### src/rtl/mgmt_regbank_pkg.sv
package mgmt_regbank_pkg;
    localparam int DATA_W = 16;
    localparam int REGA_W = 5;
    localparam int ERR_W  = 9;

    localparam logic [REGA_W-1:0] RA_ID_HI = 5'd2;
    localparam logic [REGA_W-1:0] RA_ID_LO = 5'd3;
    localparam logic [REGA_W-1:0] RA_CFG   = 5'd17;
    localparam logic [REGA_W-1:0] RA_ERR   = 5'd19;
    localparam logic [REGA_W-1:0] RA_ALIGN = 5'd24;
    localparam logic [REGA_W-1:0] RA_TEST  = 5'd25;

    localparam logic [DATA_W-1:0] ID_HI_VAL = 16'h0033;
    localparam logic [DATA_W-1:0] ID_LO_VAL = {6'h0B, 6'h03, 4'h1};
    localparam logic [ERR_W-1:0]  ERR_RST   = 9'h1FE;

    localparam int ERR_LSB = 6;

    typedef struct packed {
        logic tx_full;
        logic rx_full;
        logic comma_en;
        logic comma_rise;
        logic loopback;
        logic cdr_in_los;
        logic byte_align;
    } chan_cfg_t;

    typedef struct packed {
        logic              ack;
        logic [DATA_W-1:0] rdata;
    } rsp_t;
endpackage

### src/rtl/mrb_chan.sv
module mrb_chan
    import mgmt_regbank_pkg::*;
(
    input  logic              clk,
    input  logic              rst_n,
    input  logic              mode_pin_i,
    input  logic              wr_en_i,
    input  logic [REGA_W-1:0] reg_i,
    input  logic [DATA_W-1:0] wdata_i,
    output logic [DATA_W-1:0] rdata_o,
    output chan_cfg_t         cfg_o
);
    chan_cfg_t cfg_d, cfg_q;

    always_comb begin
        cfg_d = cfg_q;
        if (!rst_n) begin
            cfg_d.tx_full    = 1'b1;
            cfg_d.rx_full    = 1'b1;
            cfg_d.comma_en   = ~mode_pin_i;
            cfg_d.comma_rise = 1'b0;
            cfg_d.loopback   = 1'b0;
            cfg_d.cdr_in_los = 1'b0;
            cfg_d.byte_align = 1'b0;
        end else if (wr_en_i) begin
            case (reg_i)
                RA_CFG: begin
                    cfg_d.tx_full    = wdata_i[15];
                    cfg_d.rx_full    = wdata_i[14];
                    cfg_d.comma_en   = wdata_i[13];
                    cfg_d.comma_rise = wdata_i[12];
                    cfg_d.loopback   = wdata_i[11];
                    cfg_d.cdr_in_los = wdata_i[10];
                end
                RA_ALIGN: cfg_d.byte_align = wdata_i[1];
                RA_TEST:  cfg_d.loopback   = wdata_i[13];
                default: ;
            endcase
        end
    end

    always_ff @(posedge clk) begin
        cfg_q <= cfg_d;
    end

    always_comb begin
        case (reg_i)
            RA_CFG:   rdata_o = {cfg_q.tx_full, cfg_q.rx_full, cfg_q.comma_en,
                                 cfg_q.comma_rise, cfg_q.loopback, cfg_q.cdr_in_los, 10'h000};
            RA_ALIGN: rdata_o = {14'h0000, cfg_q.byte_align, 1'b0};
            RA_TEST:  rdata_o = {2'b00, cfg_q.loopback, 13'h0000};
            default:  rdata_o = '0;
        endcase
    end

    assign cfg_o = cfg_q;

    // loopback moves only on a write to one of its two locations
    assert_loopback_hold_R5: assert property (@(posedge clk) disable iff (!rst_n)
        !(wr_en_i && (reg_i == RA_CFG || reg_i == RA_TEST)) |=> $stable(cfg_q.loopback));

    // rate bits move only on a write to the config register
    assert_rate_hold_R4: assert property (@(posedge clk) disable iff (!rst_n)
        !(wr_en_i && reg_i == RA_CFG) |=> $stable({cfg_q.tx_full, cfg_q.rx_full}));

    // byte-align moves only on a write to its register
    assert_align_hold_R6: assert property (@(posedge clk) disable iff (!rst_n)
        !(wr_en_i && reg_i == RA_ALIGN) |=> $stable(cfg_q.byte_align));
endmodule

### src/rtl/mrb_shared.sv
module mrb_shared
    import mgmt_regbank_pkg::*;
(
    input  logic              clk,
    input  logic              rst_n,
    input  logic              wr_en_i,
    input  logic [REGA_W-1:0] reg_i,
    input  logic [DATA_W-1:0] wdata_i,
    output logic [DATA_W-1:0] rdata_o,
    output logic [ERR_W-1:0]  err_code_o
);
    logic [ERR_W-1:0] err_d, err_q;

    always_comb begin
        err_d = err_q;
        if (!rst_n)
            err_d = ERR_RST;
        else if (wr_en_i && reg_i == RA_ERR)
            err_d = wdata_i[ERR_LSB +: ERR_W];
    end

    always_ff @(posedge clk) begin
        err_q <= err_d;
    end

    always_comb begin
        case (reg_i)
            RA_ID_HI: rdata_o = ID_HI_VAL;
            RA_ID_LO: rdata_o = ID_LO_VAL;
            RA_ERR:   rdata_o = {1'b0, err_q, 6'h00};
            default:  rdata_o = '0;
        endcase
    end

    assign err_code_o = err_q;

    // error code held unless written through channel 0
    assert_err_hold_R7: assert property (@(posedge clk) disable iff (!rst_n)
        !(wr_en_i && reg_i == RA_ERR) |=> $stable(err_q));
endmodule

### src/rtl/mgmt_regbank.sv
module mgmt_regbank
    import mgmt_regbank_pkg::*;
#(
    parameter int NCH    = 4,
    parameter int ADDR_W = 5,
    localparam int CH_W    = $clog2(NCH),
    localparam int STRAP_W = ADDR_W - CH_W
) (
    input  logic               clk,
    input  logic               rst_n,
    input  logic               mode_pin_i,
    input  logic [STRAP_W-1:0] strap_i,
    input  logic               req_valid_i,
    input  logic               req_write_i,
    input  logic [ADDR_W-1:0]  req_devad_i,
    input  logic [REGA_W-1:0]  req_regad_i,
    input  logic [DATA_W-1:0]  req_wdata_i,
    output logic               rsp_ack_o,
    output logic [DATA_W-1:0]  rsp_rdata_o,
    output logic [NCH-1:0]     tx_full_rate_o,
    output logic [NCH-1:0]     rx_full_rate_o,
    output logic [NCH-1:0]     comma_align_o,
    output logic [NCH-1:0]     comma_pos_edge_o,
    output logic [NCH-1:0]     loopback_o,
    output logic [NCH-1:0]     los_cdr_o,
    output logic [ERR_W-1:0]   err_code_o
);
    logic            hit;
    logic [CH_W-1:0] ch;
    logic            is_shared;
    logic            wr_req;
    logic [DATA_W-1:0] chan_rdata [NCH];
    logic [DATA_W-1:0] shared_rdata;
    rsp_t rsp_d, rsp_q;
    logic started_q;

    assign hit       = req_valid_i && (req_devad_i[ADDR_W-1:CH_W] == strap_i);
    assign ch        = req_devad_i[CH_W-1:0];
    assign is_shared = (req_regad_i == RA_ID_HI) || (req_regad_i == RA_ID_LO) ||
                       (req_regad_i == RA_ERR);
    assign wr_req    = hit && req_write_i;

    generate
        for (genvar i = 0; i < NCH; i++) begin : g_chan
            chan_cfg_t cfg;
            logic      wr_en;
            assign wr_en = wr_req && !is_shared && (ch == CH_W'(i));
            mrb_chan u_chan (
                .clk        (clk),
                .rst_n      (rst_n),
                .mode_pin_i (mode_pin_i),
                .wr_en_i    (wr_en),
                .reg_i      (req_regad_i),
                .wdata_i    (req_wdata_i),
                .rdata_o    (chan_rdata[i]),
                .cfg_o      (cfg)
            );
            assign tx_full_rate_o[i]   = cfg.tx_full;
            assign rx_full_rate_o[i]   = cfg.rx_full;
            assign comma_align_o[i]    = cfg.comma_en & cfg.byte_align;
            assign comma_pos_edge_o[i] = cfg.comma_rise;
            assign loopback_o[i]       = cfg.loopback;
            assign los_cdr_o[i]        = cfg.cdr_in_los;
        end
    endgenerate

    mrb_shared u_shared (
        .clk        (clk),
        .rst_n      (rst_n),
        .wr_en_i    (wr_req && is_shared && (ch == '0)),
        .reg_i      (req_regad_i),
        .wdata_i    (req_wdata_i),
        .rdata_o    (shared_rdata),
        .err_code_o (err_code_o)
    );

    always_comb begin
        rsp_d = '0;
        if (rst_n && hit) begin
            rsp_d.ack = 1'b1;
            if (!req_write_i) begin
                if (is_shared)
                    rsp_d.rdata = (ch == '0) ? shared_rdata : '0;
                else
                    rsp_d.rdata = chan_rdata[ch];
            end
        end
    end

    always_ff @(posedge clk) begin
        rsp_q     <= rsp_d;
        started_q <= rst_n;
    end

    assign rsp_ack_o   = rsp_q.ack;
    assign rsp_rdata_o = rsp_q.rdata;

    // acknowledge follows exactly an in-window request one cycle earlier
    assert_ack_window_R1: assert property (@(posedge clk) disable iff (!rst_n)
        started_q |-> (rsp_ack_o == $past(req_valid_i &&
                        req_devad_i[ADDR_W-1:CH_W] == strap_i)));

    // an ack never lasts two cycles without a second request
    assert_ack_single_R10: assert property (@(posedge clk) disable iff (!rst_n)
        (started_q && rsp_ack_o && !$past(req_valid_i, 1)) |-> 1'b0);

    // identification word through channel 0
    assert_id_read_R3: assert property (@(posedge clk) disable iff (!rst_n)
        (hit && !req_write_i && ch == '0 && req_regad_i == RA_ID_HI) |=>
        (rsp_rdata_o == 16'h0033));

    // shared registers through other channels read zero
    assert_shared_other_R8: assert property (@(posedge clk) disable iff (!rst_n)
        (hit && !req_write_i && ch != '0 && is_shared) |=> (rsp_rdata_o == '0));
endmodule

### config.mk
export PLATFORM = sky130hd
export DESIGN_NAME = mgmt_regbank
export DESIGN_NICKNAME = d
export VERILOG_FILES = /design/src/rtl/mgmt_regbank_pkg.sv /design/src/rtl/mrb_chan.sv /design/src/rtl/mrb_shared.sv /design/src/rtl/mgmt_regbank.sv
export SDC_FILE = /design/constraint.sdc
export NUM_CORES = 1
export LEC_CHECK = 0
export CORE_ASPECT_RATIO = 1.2
export CORE_UTILIZATION = 42
export DETAILED_ROUTE_END_ITERATION = 8
export GPL_ROUTABILITY_DRIVEN = 0
export PLACE_DENSITY = 0.85
export SYNTH_ARGS = -nofsm -noshare
export SYNTH_HDL_FRONTEND = slang
export SYNTH_SLANG_ARGS = --single-unit
### constraint.sdc
create_clock -name clk -period 1.72 [get_ports clk]
set_input_delay 0.344 -clock clk [delete_from_list [all_inputs] [get_ports clk]]
set_output_delay 0.344 -clock clk [all_outputs]
set_load 0.01 [all_outputs]
==> key figures, run 1 <==
Logic synthesis
  – Avg Inst Size Synth: between 9 and 10 um^2
  – Mux share of post-synthesis cell area: around 7.9%
  – Adder-cell share of the synthesized area: 0%
  – XOR/XNOR Fraction of Synth Area: 1.36%
  – Syn Inst Count: approximately 290
  – Post-synthesis simple-gate area fraction: 21.2%
  – Async SR Flop Fraction: 0%
  – Synth warn: 0
  – Compound-gate portion of the synthesized area: around a fifth
  – Post-synth EDFFs: 4
  – Cell variety after synth: between 40 and 50
  – Seq/Total Area, Yosys: between 30 and 40%
  – Main combinational cell family by area after synthesis: simple AND/OR/NAND/NOR gates
  – Flops & latches, synth: 50
  – Main synth FF type: dfxtp_1
  – Mapped Area: about 0.0027 mm^2

Cells and area
  – Final nets: between 400 and 500
  – Most common cell after layout, fill and taps aside: clkdlybuf4s50_1
  – Area growth from synthesis to layout: 50.3%
  – Antenna cells: 0
  – Register area: 0.00104 mm^2
  – # fillers: 468
  – Ratio of cells with drive above 1 in the final layout: 29.1%
  – Footprint of the multi-input gates: about 0.0015 mm^2
  – Commonest non-fill, non-tap cells in the layout: clkdlybuf4s50_1, buf_4, dfxtp_1, o21ai_0, dlygate4sd2_1

Global routing
  – Tot GR Track Use: 27.9%
  – Gr ovfl total: 0
  – Vias in the first global route: roughly 2800
  – Initial antenna violation count: 0
  – First-pass GRT wire length: 13900 um
  – Pin count of the biggest net entering global routing: 31

Detailed routing
  – Avg WL per Cell: about 20 um
  – Iteration-0 DRC Markers: 269
  – Drt first pass iters: 5
  – Post-Route WL: approximately 9300 um
  – Vias: 2922
  – Post-route ant nets: 0
  – Drc violations: 0
  – Vias per cell: 6.30

Timing
  – TNS Setup: -0.00256 ns
  – Max Clk Rate: approximately 580 MHz
  – Max-slew violations: 0
  – Finish-stage setup viols: 1
  – Hold slack final: between 0.4 and 0.5 ns
  – RSZ-0062 raised after global routing: yes
  – Hold Vio Cnt, Final: 0
  – Final period util: 100%
  – Min Tclk post-route: between 1.5 and 2 ns
  – Final setup margin: -0.00256 ns
  – Setup Skew: 0.00592 ns

Critical path
  – CP Class: in2reg
  – R2R Path End: rsp_rdata_o[13]
  – Worst r2r src: g_chan[2].u_chan.cfg_o[4]
  – Worst Setup SP: req_valid_i
  – Crit path largest cell delay: between 0.5 and 0.6 ns
  – Critical path endpoint category: flip-flop
  – CP arrival: 1.95 ns
  – CP required: just under 2 ns
  – CP max-delay cell: clkdlybuf4s50_1
  – R2R Setup Slk: 0.27 ns
  – CP Cell Sequence: clkdlybuf4s50_1 -> buf_4 -> buf_4 -> buf_4 -> and4_1 -> a31oi_1 -> o21ai_0
  – Critical Path Start Type: input pin
  – FF-to-FF path depth: 5
  – Critical Path Sink: g_chan[3].u_chan.cfg_o[6]
  – Crit path max fanout: 5
  – Crit path top cell by count: buf_4

Clock network
  – Clock buffer count from CTS: 5
  – Hold-fix buffers, CTS: 0
  – Reg clk slew, reported paths: roughly 0.09 ns
  – Root buffer cell: clkbuf_8
  – Clk buf depth: 2
  – CTS tree: yes
  – Clock sink count: 50
  – Clk_lat worst skew: around 0.31 ns
  – Total number of H-tree levels: 2

Run
  – Max-cap violations: 0

Power
  – Clock network power share: about 34%
  – Power Internal: about 1.8 mW
  – Leakage: ~1.5 nW
  – Power Density: between 600 and 700 mW/mm^2
  – Combinational Power Share: roughly 17%
  – Sw frac: a little over a quarter
  – Worst vdd ir: 0.350 mV
  – Psw: around 640 uW
  – Flop pwr share: around half

Die
  – Core region area: around 0.0061 mm^2
  – Row cnt: 31
  – Die area: 0.00667 mm^2
  – DIE WIDTH: ~75 um
  – Starting Density: about 44%
  – I/O pin count: between 80 and 90
  – DIE HEIGHT: about 89 um

Outcome
  – Failing checks: setup timing
  – Status: finished with violations

Min path
  – Hold Path Depth: 3
  – Worst Hold Class: in2reg

Placement
  – I/O Buffers: 76
  – Final HPWL DP: a little over 6000 um
per-layer routing:
layer	GRT usage, %	up-vias	share of wire [%]
li1	-	1272	-
met3	5.86	58	8.6
met4	16.5	0	5.7
met5	0	-	0
met2	47.4	214	50
met1	32.1	1378	36
how the worst min path moves through the flow:
stage                                    from                         to  slack [ns]
floorplan                      req_regad_i[4]             rsp_rdata_o[5]        0.42
global placement    g_chan[0].u_chan.cfg_o[0]  g_chan[0].u_chan.cfg_o[0]        0.46
detailed placement  g_chan[0].u_chan.cfg_o[0]  g_chan[0].u_chan.cfg_o[0]        0.47
CTS                            req_regad_i[0]             rsp_rdata_o[1]        0.48
global route                   req_regad_i[0]             rsp_rdata_o[1]        0.49
finish                         req_regad_i[0]             rsp_rdata_o[1]        0.48
synthesized netlist by cell type (7+ instances only):
| master | instances | area share, % |
|---|---|---|
| o31ai_1 | 16 | 4.5 |
| o21ai_0 | 19 | 3.6 |
| nand4_1 | 15 | 3.5 |
| and3_1 | 7 | 1.6 |
| a21oi_1 | 15 | 2.8 |
| dfxtp_1 | 46 | 35 |
| clkbuf_1 | 15 | 2.1 |
| nor4_1 | 20 | 4.7 |
| nand2_1 | 8 | 1.1 |
| a31oi_1 | 16 | 3.8 |
| mux4_2 | 8 | 6.8 |
| buf_4 | 24 | 6.8 |
timing repair:
| item | in CTS | in global routing |
|---|---|---|
| setup endpoints to repair | 55 | 15 |
| buffers inserted | 5 | 1 |
| resized for setup | 48 | 10 |
| pin swaps | 14 | 6 |
cell type report:
cell class	instances	area share [%]
multi-input cells	184	37.2
inverters	3	0.281
repair buffers	137	31.3
clock inverters	3	1.00
well taps	82	2.56
clock buffers	5	1.72
flip-flops and latches	50	26.0
critical path, delay by kind of cell:
| kind | cells | cell delay (ns) |
|---|---|---|
| buf+inv | 4 | 0.92 |
| compound gates | 2 | 0.34 |
| simple gates | 1 | 0.33 |
power by group through the flow:
stage | registers, mW | clock network [mW] | logic, mW
after floorplan | 1.21 | 0 | 0.151
after global placement | 1.21 | 0 | 0.347
after detailed placement | 1.21 | 0 | 0.356
after CTS | 1.19 | 0.834 | 0.382
after global routing | 1.19 | 0.882 | 0.430
final | 1.19 | 0.839 | 0.411
registers in the layout, summed over array words and instances (netlist names):
| name | cells |
|---|---|
| g_chan.u_chan.cfg_o | 28 |
| rsp_ack_o | 1 |
| u_shared.err_code_o | 9 |
| rsp_rdata_o | 12 |
metrics by stage:
step | total power, mW | worst slack [ns] | utilization (%) | area [um^2] | cells
4_1_cts | 2.40 | 0.0384 | 64.8 | 3940 | 463
2_1_floorplan | 1.36 | 0.0247 | - | 2670 | 287
5_1_grt | 2.50 | -0.0375 | 65.7 | 4000 | 464
6_report | 2.44 | -0.00256 | 65.7 | 4000 | 464
3_3_place_gp | 1.56 | -0.521 | 60.3 | 3670 | 450
3_5_place_dp | 1.57 | -0.544 | 60.3 | 3670 | 450
cells by family (layout without fill, tap and decap cells):
logic type             count (synthesis)  after routing
AO/OA/AOI/OAI                         79             79
other                                  1              2
XOR/XNOR                               2              2
flip-flops                            50             50
buffers and inverters                 53            148
multiplexers                          11             11
AND/OR/NAND/NOR                       90             90
Note: power is estimated with default switching activity, not from simulation.
==> run 2, diff against run 1 <==
CORE_UTILIZATION = 45   (was 42)
PLACE_DENSITY = 0.84   (was 0.85)
SETUP_SLACK_MARGIN = 0.3   (was unset)
SYNTH_HIERARCHICAL = 1   (was unset)
==> key figures, run 2 <==
Logic synthesis
  – Async SR Flop Fraction: 0%
  – Syn Inst Count: ~400
  – Mapped Area: approximately 0.0040 mm^2
  – Cell variety after synth: between 40 and 50
  – Top cells by area, synth: dfxtp_1, buf_4, mux4_1
  – Most frequent cell after synthesis: dfxtp_1
  – Synth warn: 6
  – Main synth FF type: dfxtp_1
  – Top cells by count, synth: dfxtp_1, buf_4, nand2_1
  – Post-synth top area share: about 25%
  – Synth area leader: dfxtp_1
  – Seq/Total Area, Yosys: 28.1%
  – Post-synth EDFFs: 4
  – Avg Inst Size Synth: 9.79 um^2
  – Flops & latches, synth: between 50 and 60

Timing
  – Hold Vio Cnt, Final: 0
  – Slew HR: 39.4%
  – Final period util: 108%
  – Min Tclk post-route: between 1.5 and 2 ns
  – Setup Skew: roughly 0.012 ns
  – Max Clk Rate: approximately 540 MHz
  – RSZ-0062 raised after global routing: yes
  – Finish-stage setup viols: 15
  – Hold slack final: 0.471 ns
  – Max-slew violations: 0
  – Final setup margin: -0.136 ns
  – Worst-margin pin slew: between 0.9 and 1 ns

Detailed routing
  – Top Metal Used: met4
  – Vias: approximately 4100
  – Drc violations: 0
  – Post-Route WL: between 15000 and 20000 um
  – Iteration-0 DRC Markers: 320
  – Drt first pass iters: 5
  – Post-route ant nets: 0
  – Vias per cell: roughly 6
  – Met2 Wirelength: 7640 um
  – Avg WL per Cell: 22.5 um
  – M1 WL: about 5000 um
  – DR WL met3: between 1000 and 1500 um

Clock network
  – Hold-fix buffers, CTS: 0
  – Clk buf depth: 2
  – Root buffer cell: clkbuf_8
  – CTS tree: yes
  – Reg clk slew, reported paths: about 0.10 ns
  – Clk_lat worst skew: between 0.3 and 0.4 ns
  – Total number of H-tree levels: 2
  – Clock buffer count from CTS: 5
  – Clock sink count: 54

Power
  – Worst vdd ir: between 0.3 and 0.4 mV
  – Leakage: 2.52 nW
  – Power Density: ~460 mW/mm^2
  – Power Total: roughly 2.8 mW

Die
  – Starting Density: a little under half
  – Die area: approximately 0.009 mm^2
  – Row cnt: 37
  – Core region area: roughly 0.0086 mm^2
  – DIE HEIGHT: roughly 110 um
  – DIE WIDTH: about 88 um
  – I/O pin count: 84

Placement
  – Placed inst area: between 0.005 and 0.006 mm^2
  – Worst slack at placement: -0.767 ns
  – Final HPWL DP: 8120 um
  – I/O Buffers: around 80

Critical path
  – Critical Path Start Type: input pin
  – Critical path endpoint category: flip-flop
  – CP arrival: around 2.1 ns
  – R2R Setup Slk: approximately 0.08 ns
  – CP Class: in2reg
  – Crit path max fanout: 9
  – FF-to-FF path depth: 5
  – CP required: just under 2 ns
  – Worst r2r src: g_chan[3].u_chan/cfg_o[5]
  – R2R Path End: rsp_rdata_o[14]

Global routing
  – Initial antenna violation count: 0
  – Vias in the first global route: 3930
  – First-pass GRT wire length: between 20000 and 25000 um
  – Tot GR Track Use: a little under a third
  – Pin count of the biggest net entering global routing: 50
  – Gr ovfl total: 0

Cells and area
  – Final nets: 594
  – Ratio of cells with drive above 1 in the final layout: between 40 and 50%
  – Area growth from synthesis to layout: 51.3%
  – Most common cell after layout, fill and taps aside: buf_4
  – Commonest non-fill, non-tap cells in the layout: buf_4, dlygate4sd2_1, dfxtp_1, conb_1, buf_6
  – # fillers: slightly above 600
  – Design area: between 0.006 and 0.007 mm^2
  – Core Util, Final: around 70%
  – Largest register FFs: 28
  – Antenna cells: 0

Min path
  – Hold Path Depth: 3
  – Hold EP: g_chan[1].u_chan/cfg_o[6]
  – Hold_sp: rst_n
  – Worst Hold Class: in2reg

Outcome
  – Status: finished with violations
  – Failing checks: setup timing

Run
  – Max-cap violations: 0
run 2: cell count changes in the layout (fill, tap and decap cells not counted), moves of 12 or more:
cell	delta
inv_1	+14
o31ai_1	-12
clkdlybuf4s50_1	-45
buf_6	+29
dlygate4sd2_1	+31
nor4_1	-16
nand2_1	+22
and2_4	+16
a21oi_1	-13
mux2i_1	+24
a31oi_1	-16
conb_1	+37
nor2b_1	+15
run 2: where the power goes:
| part | internal (mW) | switching (mW) |
|---|---|---|
| sequential | 1.28 | 0.00649 |
| clock | 0.327 | 0.465 |
| combinational | 0.344 | 0.370 |
run 2: timing repair:
action                     CTS  global route
setup endpoints to repair  105            60
buffers inserted            30            15
resized for setup          210            60
cloned                       5             0
hold endpoints to repair     0             0
pin swaps                   56            31
run 2: cell families (layout without fill, tap and decap cells):
logic type	count (synthesis)	in the layout	share of synthesized area, %
AND/OR/NAND/NOR	161	162	29.6
buffers and inverters	85	203	13.6
AO/OA/AOI/OAI	55	55	10.1
flip-flops	54	54	28.1
multiplexers	45	45	17.4
other	5	39	0.470
XOR/XNOR	3	3	0.658
run 2: per-stage QoR:
| step | setup TNS (ns) | std cells |
|---|---|---|
| floorplan | -4.67 | 442 |
| global placement | -29.82 | 620 |
| detailed placement | -34.60 | 620 |
| CTS | -0.0579 | 663 |
| global route | -2.58 | 678 |
| finish | -0.975 | 678 |
run 2: final cells by class:
cell class	count	area, um^2	area share (%)
well taps	117	146	2.42
clock buffers	7	86.3	1.43
multi-input cells	304	2930	48.5
inverters	17	63.8	1.06
clock inverters	1	5.00	0.0828
flip-flops and latches	54	1130	18.7
repair buffers	178	1680	27.8
run 2: worst max-delay path by stage:
stage	from	endpoint	slack, ns	depth (start not counted)
after floorplan	req_regad_i[1]	g_chan[1].u_chan/cfg_o[4]	-0.28	7
after global placement	req_regad_i[0]	rsp_rdata_o[10]	-0.71	8
after detailed placement	req_regad_i[0]	rsp_rdata_o[10]	-0.77	8
after CTS	req_devad_i[4]	g_chan[2].u_chan/cfg_o[4]	-0.04	8
after global routing	req_devad_i[1]	g_chan[2].u_chan/cfg_o[1]	-0.17	7
final	req_devad_i[1]	g_chan[2].u_chan/cfg_o[1]	-0.14	7
run 2: critical path, stage by stage:
cell and delay [ns]:
dlygate4sd2_1 0.28, buf_6 0.18, nand2b_1 0.17, nor4b_4 0.40, nor3b_4 0.36, buf_6 0.17, mux2i_1 0.22
run 2: layer usage:
| metal | vias up | global-route usage (%) |
|---|---|---|
| met5 | - | 0 |
| met4 | 0 | 18.0 |
| met3 | 91 | 5.37 |
| met2 | 305 | 51.1 |
| met1 | 1944 | 34.8 |
| li1 | 1724 | - |
